`src/rtl/ee_loader_pkg.sv`:
```
package ee_loader_pkg;
    typedef enum logic [2:0] {
        LD_IDLE,
        LD_BIT_LOW,
        LD_BIT_HIGH,
        LD_GAP,
        LD_DONE
    } ld_state_t;

    localparam logic [1:0] OP_READ = 2'b10;
endpackage

```
`src/rtl/ee_sk_tick.sv`:
```
module ee_sk_tick #(
    parameter int HALF = 100
) (
    input  logic clk,
    input  logic rst_n,
    output logic tick
);
    localparam int CW = (HALF > 1) ? $clog2(HALF) : 1;
    localparam logic [CW-1:0] LAST = CW'(HALF - 1);

    logic [CW-1:0] cnt_q;

    always_ff @(posedge clk or negedge rst_n) begin
        if (!rst_n)
            cnt_q <= '0;
        else if (cnt_q == LAST)
            cnt_q <= '0;
        else
            cnt_q <= cnt_q + 1'b1;
    end

    assign tick = (cnt_q == LAST);
endmodule

```
`src/rtl/ee_read_frame.sv`:
```
module ee_read_frame
    import ee_loader_pkg::*;
#(
    parameter int ADDR_W = 6,
    parameter int DATA_W = 16
) (
    input  logic              clk,
    input  logic              rst_n,
    input  logic              start,
    input  logic [ADDR_W-1:0] addr,
    input  logic              step,
    input  logic              so,
    output logic              si,
    output logic              at_dummy,
    output logic              at_last,
    output logic [DATA_W-1:0] word_next
);
    localparam int CMD_W = 3 + ADDR_W;
    localparam int TOTAL = CMD_W + DATA_W;
    localparam int IW    = $clog2(TOTAL + 1);

    logic [CMD_W-1:0]  cmd_q;
    logic [IW-1:0]     idx_q;
    logic [DATA_W-1:0] data_q;

    always_ff @(posedge clk or negedge rst_n) begin
        if (!rst_n) begin
            cmd_q  <= '0;
            idx_q  <= '0;
            data_q <= '0;
        end else if (start) begin
            cmd_q  <= {1'b1, OP_READ, addr};
            idx_q  <= '0;
            data_q <= '0;
        end else if (step) begin
            cmd_q <= cmd_q << 1;
            idx_q <= idx_q + 1'b1;
            if (idx_q >= IW'(CMD_W))
                data_q <= word_next;
        end
    end

    assign si        = (idx_q < IW'(CMD_W)) ? cmd_q[CMD_W-1] : 1'b0;
    assign at_dummy  = (idx_q == IW'(CMD_W - 1));
    assign at_last   = (idx_q == IW'(TOTAL - 1));
    assign word_next = {data_q[DATA_W-2:0], so};

    // the bit index never runs past one frame
    p_idx_bound_r3: assert property (@(posedge clk) disable iff (!rst_n)
        idx_q <= IW'(TOTAL))
        else $error("bit index beyond frame");
endmodule

```
`src/rtl/ee_id_loader.sv`:
```
module ee_id_loader
    import ee_loader_pkg::*;
#(
    parameter int              SK_HALF     = 100,
    parameter int              ADDR_W      = 6,
    parameter int              DATA_W      = 16,
    parameter logic [DATA_W-1:0] DEF_VENDOR = 16'h1D0C,
    parameter logic [DATA_W-1:0] DEF_DEVICE = 16'h0103,
    parameter int              VENDOR_ADDR = 0,
    parameter int              DEVICE_ADDR = 1
) (
    input  logic              clk,
    input  logic              rst_n,
    input  logic              ee_do,
    output logic              ee_cs,
    output logic              ee_sk,
    output logic              ee_di,
    output logic [DATA_W-1:0] vendor_id,
    output logic [DATA_W-1:0] device_id,
    output logic              load_done,
    input  logic              cfg_rd_req,
    output logic              cfg_rd_retry
);
    localparam int GAP_MIN = 2 * SK_HALF;
    localparam int GW      = $clog2(GAP_MIN + 1);

    ld_state_t         state_q, state_d;
    logic              word_sel_q;
    logic              gap_q;
    logic              tick;
    logic              frame_start, step, take_vendor, take_device, gap_inc;
    logic              si, at_dummy, at_last;
    logic [DATA_W-1:0] word_next;
    logic [ADDR_W-1:0] frame_addr;

    ee_sk_tick #(.HALF(SK_HALF)) u_tick (
        .clk  (clk),
        .rst_n(rst_n),
        .tick (tick)
    );

    assign frame_addr = word_sel_q ? ADDR_W'(DEVICE_ADDR) : ADDR_W'(VENDOR_ADDR);

    ee_read_frame #(.ADDR_W(ADDR_W), .DATA_W(DATA_W)) u_frame (
        .clk      (clk),
        .rst_n    (rst_n),
        .start    (frame_start),
        .addr     (frame_addr),
        .step     (step),
        .so       (ee_do),
        .si       (si),
        .at_dummy (at_dummy),
        .at_last  (at_last),
        .word_next(word_next)
    );

    // next state and control strobes
    always_comb begin
        state_d     = state_q;
        frame_start = 1'b0;
        step        = 1'b0;
        take_vendor = 1'b0;
        take_device = 1'b0;
        gap_inc     = 1'b0;
        unique case (state_q)
            LD_IDLE: begin
                if (tick) begin
                    state_d     = LD_BIT_LOW;
                    frame_start = 1'b1;
                end
            end
            LD_BIT_LOW: begin
                if (tick)
                    state_d = LD_BIT_HIGH;
            end
            LD_BIT_HIGH: begin
                if (tick) begin
                    step = 1'b1;
                    if (at_dummy && ee_do) begin
                        state_d = LD_DONE;
                    end else if (at_last) begin
                        if (!word_sel_q) begin
                            if (word_next == '1) begin
                                state_d = LD_DONE;
                            end else begin
                                take_vendor = 1'b1;
                                state_d     = LD_GAP;
                            end
                        end else begin
                            take_device = 1'b1;
                            state_d     = LD_DONE;
                        end
                    end else begin
                        state_d = LD_BIT_LOW;
                    end
                end
            end
            LD_GAP: begin
                if (tick) begin
                    if (gap_q) begin
                        state_d     = LD_BIT_LOW;
                        frame_start = 1'b1;
                    end else begin
                        gap_inc = 1'b1;
                    end
                end
            end
            LD_DONE: state_d = LD_DONE;
            default: state_d = LD_IDLE;
        endcase
    end

    // state register
    always_ff @(posedge clk or negedge rst_n) begin
        if (!rst_n)
            state_q <= LD_IDLE;
        else
            state_q <= state_d;
    end

    // identity and sequencing registers
    always_ff @(posedge clk or negedge rst_n) begin
        if (!rst_n) begin
            vendor_id  <= DEF_VENDOR;
            device_id  <= DEF_DEVICE;
            word_sel_q <= 1'b0;
            gap_q      <= 1'b0;
        end else begin
            if (take_vendor) begin
                vendor_id  <= word_next;
                word_sel_q <= 1'b1;
            end
            if (take_device)
                device_id <= word_next;
            if (gap_inc)
                gap_q <= 1'b1;
            else if (frame_start)
                gap_q <= 1'b0;
        end
    end

    // outputs
    always_comb begin
        ee_cs     = 1'b0;
        ee_sk     = 1'b0;
        load_done = 1'b0;
        unique case (state_q)
            LD_IDLE:     ;
            LD_BIT_LOW:  ee_cs = 1'b1;
            LD_BIT_HIGH: begin
                ee_cs = 1'b1;
                ee_sk = 1'b1;
            end
            LD_GAP:      ;
            LD_DONE:     load_done = 1'b1;
            default:     ;
        endcase
        ee_di        = ee_cs & si;
        cfg_rd_retry = cfg_rd_req & ~load_done;
    end

    // checker state: cycles with select low since it last fell
    logic [GW-1:0] cs_low_cnt_q;
    logic          seen_cs_q;
    always_ff @(posedge clk or negedge rst_n) begin
        if (!rst_n) begin
            cs_low_cnt_q <= '0;
            seen_cs_q    <= 1'b0;
        end else begin
            if (ee_cs) begin
                cs_low_cnt_q <= '0;
                seen_cs_q    <= 1'b1;
            end else if (cs_low_cnt_q < GW'(GAP_MIN)) begin
                cs_low_cnt_q <= cs_low_cnt_q + 1'b1;
            end
        end
    end

    // serial clock only moves after a divider tick
    p_sk_on_tick_r4: assert property (@(posedge clk) disable iff (!rst_n)
        (ee_sk != $past(ee_sk)) |-> $past(tick))
        else $error("serial clock moved without tick");

    // select low for a full serial period between frames
    p_cs_gap_r5: assert property (@(posedge clk) disable iff (!rst_n)
        ($rose(ee_cs) && seen_cs_q) |-> (cs_low_cnt_q >= GW'(GAP_MIN)))
        else $error("select gap too short");

    // no serial clock while deselected
    p_sk_needs_cs_r5: assert property (@(posedge clk) disable iff (!rst_n)
        ee_sk |-> ee_cs)
        else $error("clock while deselected");

    // a missing device ends the load with defaults
    p_dummy_abort_r6: assert property (@(posedge clk) disable iff (!rst_n)
        (state_q == LD_BIT_HIGH && tick && at_dummy && ee_do && !word_sel_q)
        |=> (load_done && vendor_id == DEF_VENDOR && device_id == DEF_DEVICE))
        else $error("absent device not handled");

    // done is sticky and the link is quiet
    p_done_hold_r8: assert property (@(posedge clk) disable iff (!rst_n)
        load_done |=> load_done)
        else $error("done dropped");

    p_done_quiet_r8: assert property (@(posedge clk) disable iff (!rst_n)
        load_done |-> (!ee_cs && !ee_sk))
        else $error("link active after done");

    // retries only before done
    p_retry_r9: assert property (@(posedge clk) disable iff (!rst_n)
        cfg_rd_retry |-> !load_done)
        else $error("retry after done");
endmodule

```
`config.mk`:
```
export PLATFORM = sky130hd
export DESIGN_NAME = ee_id_loader
export DESIGN_NICKNAME = d
export VERILOG_FILES = /design/src/rtl/ee_loader_pkg.sv /design/src/rtl/ee_sk_tick.sv /design/src/rtl/ee_read_frame.sv /design/src/rtl/ee_id_loader.sv
export SDC_FILE = /design/constraint.sdc
export NUM_CORES = 1
export LEC_CHECK = 0
export BUFFER_PORTS_ARGS = -buffer_cell sky130_fd_sc_hd__clkbuf_2
export CORE_ASPECT_RATIO = 0.9
export CORE_MARGIN = 2
export CORE_UTILIZATION = 30
export CTS_CLUSTER_SIZE = 28
export DETAILED_ROUTE_END_ITERATION = 8
export GPL_ROUTABILITY_DRIVEN = 0
export GPL_TIMING_DRIVEN = 0
export PLACE_DENSITY = 0.6
export SLEW_MARGIN = 20
export SYNTH_ARGS = -nofsm -noshare
export SYNTH_HDL_FRONTEND = slang
export SYNTH_SLANG_ARGS = --single-unit
```
`constraint.sdc`:
```
create_clock -name clk -period 2.3 [get_ports clk]
set_clock_uncertainty 0.15 [all_clocks]
set_input_delay 0.345 -clock clk [delete_from_list [all_inputs] [get_ports clk]]
set_output_delay 0.345 -clock clk [all_outputs]
set_load 0.03 [all_outputs]
```
# Word-level counts from Yosys, hierarchy flattened
# Index checks and enable logic that the tools add are counted.
[classes] order_cmp=2 n_eq_ne=13 reduce_logical=8 addsub=2 n_bitwise=3 n_mux=44
[ops] cell="$mux W15" count=3
[ops] cell="$mux W3" count=9
[ops] cell="$mux W1" count=25
[ops] cell="$mux W9" count=2
[ops] cell="$eq A16 B16 Y1 const B" count=1
[ops] cell="$pmux W3 S5" count=1
[ops] cell="$mux W5" count=2
[ops] cell="$ne A2 B2 Y1 const B" count=5
[ops] cell="$add A7 B1 Y7 const B" count=1
[ops] cell="$eq A7 B7 Y1 const B" count=1
[ops] cell="$mux W7" count=1
[ops] cell="$eq A3 B2 Y1 const B" count=2
[ops] cell="$reduce_bool A2 Y1" count=3
[ops] cell="$add A5 B1 Y5 const B" count=1
[ops] cell="$eq A5 B4 Y1 const B" count=1
[ops] cell="$eq A5 B5 Y1 const B" count=1
[ops] cell="$ge A5 B4 Y1 const B" count=1
[ops] cell="$lt A5 B4 Y1 const B" count=1
[ops] cell="$reduce_and A5 Y1" count=1
[ops] cell="$eq A3 B1 Y1 const B" count=1
[ops] cell="$eq A3 B3 Y1 const B" count=1
[ops] cell="$logic_not A3 Y1" count=1
[ops] cell="$and A1 B1 Y1" count=2
[ops] cell="$pmux W1 S2" count=1
[ops] cell="other kinds (4)" count=4
[word_totals] output_inout_bits=37 ff_bits=73 elab_cells=81 input_bits=4

# Logic depth before layout (Yosys ltp)
# Gate-level depths: netlist (run 1).
[depth] depth_word=7 depth_mapped=8 depth_no_buf=6

# Modules after synthesis
# Synthesis (run 1) repeated with hierarchy kept, for this count alone.
[hier_totals] cells_unflattened=264 hier_area_um2=3394.5
[modules_own_cells] module="ee_id_loader" seq_area_each_um2=937.1 cells_each=116 n_inst=1 area_per_inst_um2=1682.9
[modules_own_cells] module="ee_read_frame" seq_area_each_um2=725.7 cells_each=119 n_inst=1 area_per_inst_um2=1366.3
[modules_own_cells] module="ee_sk_tick" seq_area_each_um2=175.2 cells_each=29 n_inst=1 area_per_inst_um2=345.3

# Least setup slack after synthesis (run 1)
# OpenSTA, ideal clock, no wires.
[synth_timing] kind="reg2reg" from="register u_tick.cnt_q[0]" to="register vendor_id[13]" arrival_time_ps=1895 synth_period_minus_slack_ps=2169 t_required_ps=2025 n_path_buf=2 setup_ps=125 setup_slack_ps=131 stages_incl_launch_ff=8 path_cell_list="dfrtp_1 ha_1 nor2b_1 clkbuf_4 nand2_4 nor4_4 buf_6 mux2_2"
[synth_via] elab_chain_len=3
[synth_rtl] element="from (decl)" line="ee_sk_tick.sv:11" source="logic [CW-1:0] cnt_q;"
[synth_rtl] element="from (signal assigned)" line="ee_sk_tick.sv:19" source="cnt_q <= cnt_q + 1'b1;"
[synth_rtl] element="$eq A7 B7 Y1" line="ee_sk_tick.sv:22" source="assign tick = (cnt_q == LAST);"
[synth_rtl] element="$mux W1" line="ee_id_loader.sv:77" source="if (tick) begin"
[synth_rtl] element="$mux W1" line="ee_id_loader.sv:65" source="unique case (state_q)"
[synth_rtl] element="to (signal assigned)" line="ee_id_loader.sv:130" source="vendor_id <= word_next;"
[synth_rtl] element="to (decl)" line="ee_id_loader.sv:18" source="output logic [DATA_W-1:0] vendor_id,"
# Every way passes these cells.
# A chain may end at the register's enable or synchronous reset.

# Final worst setup path (run 1)
[layout_timing] from="register u_frame.idx_q[0]" to="register device_id[12]"
[layout_via] elab_chain_len=5 word_cells_on_any_way=7 classes_between="eq/ne: 2; mux: 4; reduce/logical: 1"
[layout_rtl] element="from (decl)" line="ee_read_frame.sv:23" source="logic [IW-1:0] idx_q;"
[layout_rtl] element="from (signal assigned)" line="ee_read_frame.sv:37" source="idx_q <= idx_q + 1'b1;"
[layout_rtl] element="$eq A5 B5 Y1 or $eq A5 B4 Y1 (tied branches)" line="ee_read_frame.sv:45, ee_read_frame.sv:44"
[layout_rtl] element="$mux W1 or $logic_and A1 B1 Y1 (tied branches)" line="ee_id_loader.sv:81, ee_id_loader.sv:79"
[layout_rtl] element="$mux W1 *" line="ee_id_loader.sv:79" source="if (at_dummy && ee_do) begin"
[layout_rtl] element="$mux W1 *" line="ee_id_loader.sv:77"
[layout_rtl] element="$mux W1 *" line="ee_id_loader.sv:65"
[layout_rtl] element="to (signal assigned)" line="ee_id_loader.sv:134" source="device_id <= word_next;"
[layout_rtl] element="to (decl)" line="ee_id_loader.sv:19" source="output logic [DATA_W-1:0] device_id,"
# Mark *: on every way between the ends. The rest lies on a longest branch, timed or not.

==> results by group, run 1 <==
Worst setup path
  – Reg2Reg Depth: 8
  – R2R Setup Slk: 0.06 ns
  – R2R Path Start: u_frame.idx_q[0]
  – Critical Path AT: 2.29 ns
  – RR Endpoint: device_id[12]
  – Worst Setup SP: u_frame.idx_q[0]
  – Worst path max stage delay: 0.44 ns
  – CP endpoint kind: flop
  – Startpoint types: flop
  – Critical path class: reg -> reg
  – CP cell instances: inv_2 -> ha_1 -> and3b_1 -> nand3_2 -> or3_1 -> buf_6 -> buf_12 -> mux2_4
  – CP Max Fanout: 10
  – Required @ worst endpoint: 2.36 ns
  – Slowest library cell on the worst path: dfrtp_2

Logic synthesis
  – Largest family of logic cells by synthesized area: simple AND/OR/NAND/NOR gates
  – Cells after Synth: 254
  – Post-synthesis xor/xnor area fraction: 0.0191
  – Cell area after synthesis: 3210 µm²
  – Post-Synth Adder-Cell Area: 0.0156
  – Post-synthesis compound-gate area fraction: 0.0896
  – Seq/Total Area, Yosys: 0.572
  – Synth area leaders: dfrtp_1 (50%), mux2_2 (7.7%), dfstp_2 (7.4%)
  – Average size of a mapped cell: 12.6 µm²
  – Yosys reg bits: 73
  – EDFF count, synth: 0
  – Ys Warns: 0
  – Dominant synthesized flop cell: dfrtp_1
  – Mux cell area share after synthesis: 0.127
  – Leading area contributor after synthesis: dfrtp_1
  – Yosys top cell area share: 0.498
  – Mapped Nets: 262
  – Cell variety after synth: 47
  – Ys async rst share: 1.00
  – Simple-gate area share of the yosys netlist: 0.138

STA
  – RSZ-0062 raised after global routing: no
  – Fmax: 0.447 GHz
  – Max Slew Vio Count: 0
  – Fin. Hold Viols: 0
  – Setup TNS: 0 ns
  – Tcrit/Tclk final: 0.973
  – # setup viols final: 0
  – Slew @ Worst Pin: 0.765 ns
  – Hold slack: 0.203 ns
  – Shortest period the worst path allows: 2.24 ns
  – Slew Limit Headroom: 0.485

Global route
  – Global-route usage over all layers: 0.123
  – Vias in the first global route: 2,188
  – Antenna violations before repair: 0
  – Maximum number of pins on one net before global-route repair: 49
  – First-pass GRT wire length: 11,100 µm
  – Overflow left after global routing: 0

Clocking
  – Clk root buf: clkbuf_16
  – TritonCTS buffer count: 9
  – TritonCTS Sinks: 73
  – CTS tree: done
  – Clk Latency, worst-skew pair: 0.33 ns
  – Clock slew at reported path FFs: 0.06 ns
  – Maximum buffer depth of the clock tree: 2
  – H-tree depth: 3

Place
  – IO buf count: 40
  – DP Wirelength: 4460 µm
  – Placed cells: 424

Floorplanning
  – Initial Utilization: 0.311
  – Die H: 102 µm
  – Row count: 35
  – Die footprint: 11,600 µm²
  – # IOs: 41
  – Core area: 10,300 µm²
  – Die W: 113 µm

Power
  – Pleak: 1.97 nW
  – Pwr dens: 667 nW/µm²
  – Seq pwr share: 0.471
  – Psw: 0.000542 W
  – Clock network fraction of total power: 0.513
  – Internal power: 0.00220 W
  – Sw frac: 0.198
  – Comb pwr share: 0.017
  – Max VDD drop: 0.000355 V

Drt
  – Detailed Route Iter0 Violations: 106
  – Post-detailed-route wirelength per cell: 14.8 µm
  – Routed WL: 6760 µm
  – Detail Route Antenna Nets: 0
  – Vias per Instance: 4.87
  – Vias: 2,216
  – TritonRoute pass-1 iters: 8
  – DRC: 1

Finish
  – Area Growth Syn to Fin: 27.8%
  – Non-Filler Instances: 455
  – Share of layout cells above drive strength 1: 0.439
  – Commonest non-fill, non-tap cell in the layout: dfrtp_1
  – Nets: 329
  – Most frequent cells in the layout: dfrtp_1 (59), clkbuf_2 (42), mux2_2 (22), buf_4 (18)
  – Ant diodes: 0

Run status
  – Violated checks: DRC
  – Status: complete, but fails checks

Worst hold path
  – HP Start: ee_do
  – Hold Path Depth: 2
  – Hold endpoint: u_frame.data_q[0]
  – HP Class: in -> reg

Run
  – MaxCap Viol Count: 0
==> critical path, delay by kind of cell (launching register included) <==
family / cells / cell delay (ns)
and+or+nand+nor: 3 / 0.75
DFF: 1 / 0.44
buffers and inverters: 3 / 0.35
muxes: 1 / 0.29
adders and majority gates: 1 / 0.14
==> power groups by stage <==
| stage | sequential, W | clock, W | combinational [W] |
|---|---|---|---|
| floorplan | 0.00132 | 0 | 0.00000453 |
| global placement | 0.00131 | 0 | 0.0000404 |
| detailed placement | 0.00131 | 0 | 0.0000481 |
| CTS | 0.00129 | 0.00144 | 0.0000493 |
| global route | 0.00129 | 0.00151 | 0.0000536 |
| finish | 0.00129 | 0.00140 | 0.0000463 |
==> per-layer routing <==
layer / global-route usage / wire (µm) / up-vias / part of all wire
met1: 0.173 / 3370 / 1121 / 0.50
met2: 0.183 / 3180 / 31 / 0.47
met4: 0.0366 / 44 / 0 / 0.0065
met3: 0.0374 / 168 / 4 / 0.025
li1: - / - / 1060 / -
met5: 0 / 0 / - / 0
==> cell families after synthesis <==
family	count (synthesis)
flops	73
fa+ha+maj	4
mux	33
xor+xnor	7
compound gates	40
simple gates	76
buf+inv	21
==> worst max-delay path by stage <==
stage / end / cells after the start
floorplan: vendor_id[13] / 7
global placement: vendor_id[5] / 6
detailed placement: vendor_id[9] / 7
CTS: device_id[12] / 7
global route: device_id[9] / 7
finish: device_id[12] / 8
==> final cells by class <==
cell class	instances	area, µm²
Timing Repair Buffer	57	353
Fill cell	1000	6230
Tap cell	129	161
Clock buffer	12	256
Clock inverter	4	51.3
Sequential cell	73	1840
Buffer	14	113
Inverter	6	22.5
Multi-Input combinational cell	160	1310
==> synth_stat cells (3+ instances only) <==
cell type / n
xor2_1: 3
dfstp_2: 9
and3_1: 4
nor2_1: 14
mux2_2: 22
and2_1: 3
xnor2_1: 4
nand2b_1: 3
a22o_1: 17
nand3_1: 17
inv_1: 6
mux2_4: 10
clkbuf_1: 4
nand2_1: 10
ha_1: 4
buf_2: 4
dfrtp_1: 64
o21ai_0: 4
a21oi_1: 11
nand4_1: 8
==> flip-flops by register name (all words and copies together) (netlist names) <==
signal / flops
word_sel_q: 1
u_frame.data_q: 15
state_q: 3
u_frame.idx_q: 5
gap_q: 1
vendor_id: 16
u_tick.cnt_q: 7
device_id: 16
u_frame.cmd_q: 9
==> repair_timing <==
action,in CTS,in global routing
hold buffers,1,0
setup buffers,4,11
hold endpoints to repair,25,0
pin swaps,2,4
gates resized for setup,5,23
setup endpoints to repair,38,52
==> through the flow <==
stage	setup WS, ns	total power (W)	area (µm²)	util
final	0.0619	0.00274	4110	0.397
after floorplan	0.131	0.00132	3210	-
after detailed placement	-0.217	0.00136	3600	0.349
after global placement	-0.252	0.00135	3570	0.346
after CTS	0.00249	0.00278	3970	0.384
after global routing	0.00151	0.00285	4110	0.397
Power figures use the tool's default switching activity.
==> run 2, diff against run 1 <==
--- a/config.mk
+++ b/config.mk
@@ -14,6 +14,7 @@
 export GPL_ROUTABILITY_DRIVEN = 0
 export GPL_TIMING_DRIVEN = 0
 export PLACE_DENSITY = 0.6
+export SETUP_SLACK_MARGIN = 0.15
 export SLEW_MARGIN = 20
 export SYNTH_ARGS = -nofsm -noshare
 export SYNTH_HDL_FRONTEND = slang
==> results by group, run 2 (synthesized netlist as in run 1, its figures left out) <==
Finish
  – Top Registers: device_id x16, vendor_id x16, u_frame.data_q x15
  – Final instance area: 4320 µm² (+5.1%)
  – Utilization after layout: 0.418 (+0.0201)
  – Share of layout cells above drive strength 1: 0.466 (+0.0276)
  – Area of the multi-input gates: 1340 µm² (+2.4%)
  – Nets: 344 (+4.6%)
  – Most frequent cells in the layout: dfrtp_1 (64), clkbuf_2 (40), buf_4 (29), mux2_2 (21)
  – Sequential cell area: 1840 µm² (-0.34%)
  – Fill cell instance count of the final layout: 960 (-4.0%)
  – Area Growth Syn to Fin: 34.3%
  – Commonest non-fill, non-tap cell in the layout: dfrtp_1
  – Ant diodes: 0 (unchanged)

Worst setup path
  – R2R Setup Slk: 0.14 ns (+0.07 ns)
  – Critical path class: reg -> reg
  – Critical Path AT: 2.23 ns (-0.06 ns)
  – CP endpoint kind: flop
  – Required @ worst endpoint: 2.37 ns (about the same)
  – CP Max Fanout: 6 (-4)
  – Startpoint types: flop
  – R2R Path Start: u_tick.cnt_q[4]
  – Worst Setup SP: u_tick.cnt_q[4]

Global route
  – Global-route usage over all layers: 0.123 (+0.000848)
  – Vias in the first global route: 2,151 (-1.7%)
  – Antenna violations before repair: 0 (unchanged)
  – First-pass GRT wire length: 11,000 µm (-0.69%)
  – Maximum number of pins on one net before global-route repair: 52 (+6.1%)
  – Overflow left after global routing: 0 (unchanged)

Drt
  – Post-detailed-route wirelength per cell: 14.9 µm (+0.63%)
  – TritonRoute pass-1 iters: 6 (-2)
  – Detailed Route Iter0 Violations: 147 (+39%)
  – DRC: 1 (unchanged)
  – Vias per Instance: 4.85 (-0.44%)
  – Detail Route Antenna Nets: 0 (unchanged)
  – Vias: 2,279 (+2.8%)
  – Routed WL: 7020 µm (+4.0%)

Floorplanning
  – Die footprint: 11,600 µm² (unchanged)
  – Core area: 10,300 µm² (unchanged)
  – Initial Utilization: 0.311 (unchanged)
  – Row count: 35 (unchanged)
  – Die H: 102 µm (unchanged)
  – # IOs: 41 (unchanged)
  – Die W: 113 µm (unchanged)

Run status
  – Violated checks: DRC
  – Status: complete, but fails checks

Clocking
  – TritonCTS Sinks: 73 (unchanged)
  – Clk root buf: clkbuf_16
  – Maximum buffer depth of the clock tree: 2 (unchanged)
  – TritonCTS buffer count: 9 (unchanged)
  – CTS tree: done
  – Clock slew at reported path FFs: 0.07 ns (about the same)
  – Clk Latency, worst-skew pair: 0.34 ns (about the same)
  – H-tree depth: 3 (unchanged)

STA
  – Slew Limit Headroom: 0.577 (+0.0919)
  – Hold slack: 0.188 ns (-0.0152 ns)
  – Fmax: 0.462 GHz (+3.4%)
  – Fin. Hold Viols: 0 (unchanged)
  – # setup viols final: 0 (unchanged)
  – Shortest period the worst path allows: 2.16 ns (-0.0735 ns)
  – Tcrit/Tclk final: 0.941 (-0.0320)
  – Max Slew Vio Count: 0 (unchanged)
  – Slew @ Worst Pin: 0.629 ns (-0.136 ns)
  – RSZ-0062 raised after global routing: yes

Place
  – DP Wirelength: 4380 µm (-1.8%)
  – IO buf count: 40 (unchanged)
  – Area after DPL: 3610 µm² (+0.28%)

Power
  – Pleak: 2.07 nW (+4.8%)
  – Max VDD drop: 0.000367 V (+3.4%)
  – Sw frac: 0.208 (+0.0105)
  – Clock network fraction of total power: 0.540 (+0.027)
  – Psw: 0.000604 W (+11%)
  – Comb pwr share: 0.016 (about the same)
  – Seq pwr share: 0.444 (-0.027)
  – Pwr dens: 672 nW/µm² (+0.71%)
  – Internal power: 0.00230 W (+4.4%)

Run
  – MaxCap Viol Count: 0 (unchanged)

Worst hold path
  – HP Class: in -> reg
  – HP Start: ee_do
## run 2: cell types whose count changed in the layout (fill, tap and decap cells not counted), sizes merged
| cell | before | now |
|---|---|---|
| inv | 6 | 8 |
| clkinv | 2 | 1 |
| bufinv | 1 | 2 |
| buf | 25 | 40 |
| clkbuf | 57 | 55 |
## run 2: metal layers
metal  wire length (µm)  up-vias  global-route usage  part of all wire
met5                  0        -                   0                 0
met4                140        0              0.0582             0.020
met3                240       12              0.0356             0.034
met2               3150       45               0.175              0.45
met1               3490     1136               0.174              0.50
li1                   -     1086                   -                 -
## run 2: worst max-delay path: stages, from the launching register on
cell and delay [ns]:
dfrtp_1 0.41, nor4bb_4 0.31, buf_6 0.17, nand2_8 0.06, or3_4 0.37, buf_6 0.15
clkbuf_16 0.16, mux2_4 0.29
## run 2: path summary, 6_finish.rpt
path	to	depth (start not counted)
setup / recovery	device_id[12]	7
hold / removal	u_frame.data_q[0]	2
setup reg to reg	device_id[12]	7
hold reg to reg	u_frame.cmd_q[8]	2
max in group asynchronous	device_id[1]	3
min in group asynchronous	device_id[11]	2
## run 2: through the flow
| step | worst slack (ns) | std cells | power (W) | TNS (ns) |
|---|---|---|---|---|
| floorplan | 0.137 | 254 | 0.00132 | 0 |
| global placement | -0.234 | 423 | 0.00135 | -3.14 |
| detailed placement | -0.152 | 424 | 0.00136 | -2.42 |
| CTS | 0.109 | 457 | 0.00293 | 0 |
| global route | 0.0789 | 470 | 0.00300 | 0 |
| finish | 0.135 | 470 | 0.00290 | 0 |
## run 2: cell type report
type | instances | area share
clock inverters | 6 | 0.0226
repair buffers | 71 | 0.112
clock buffers | 10 | 0.0554
plain buffers | 15 | 0.0302
well taps | 129 | 0.0374
inverters | 6 | 0.00609
multi-input cells | 160 | 0.310
flip-flops and latches | 73 | 0.426
## run 2: power by group through the flow
stage	Sequential [W]	Combinational, W	Clock, W
2_1_floorplan	0.00132	0.00000453	0
6_report	0.00129	0.0000464	0.00156
4_1_cts	0.00129	0.0000483	0.00159
5_1_grt	0.00129	0.0000529	0.00166
3_5_place_dp	0.00131	0.0000473	0
3_3_place_gp	0.00131	0.0000403	0
## run 2: what timing repair did
| action | in CTS | in global routing |
|---|---|---|
| gates resized for setup | 18 | 14 |
| hold buffers | 1 | 0 |
| setup buffers | 16 | 12 |
| pin swaps | 5 | 8 |
| endpoints found under the setup margin | 50 | 55 |
| cloned | 0 | 1 |
| hold endpoints to repair | 22 | 0 |
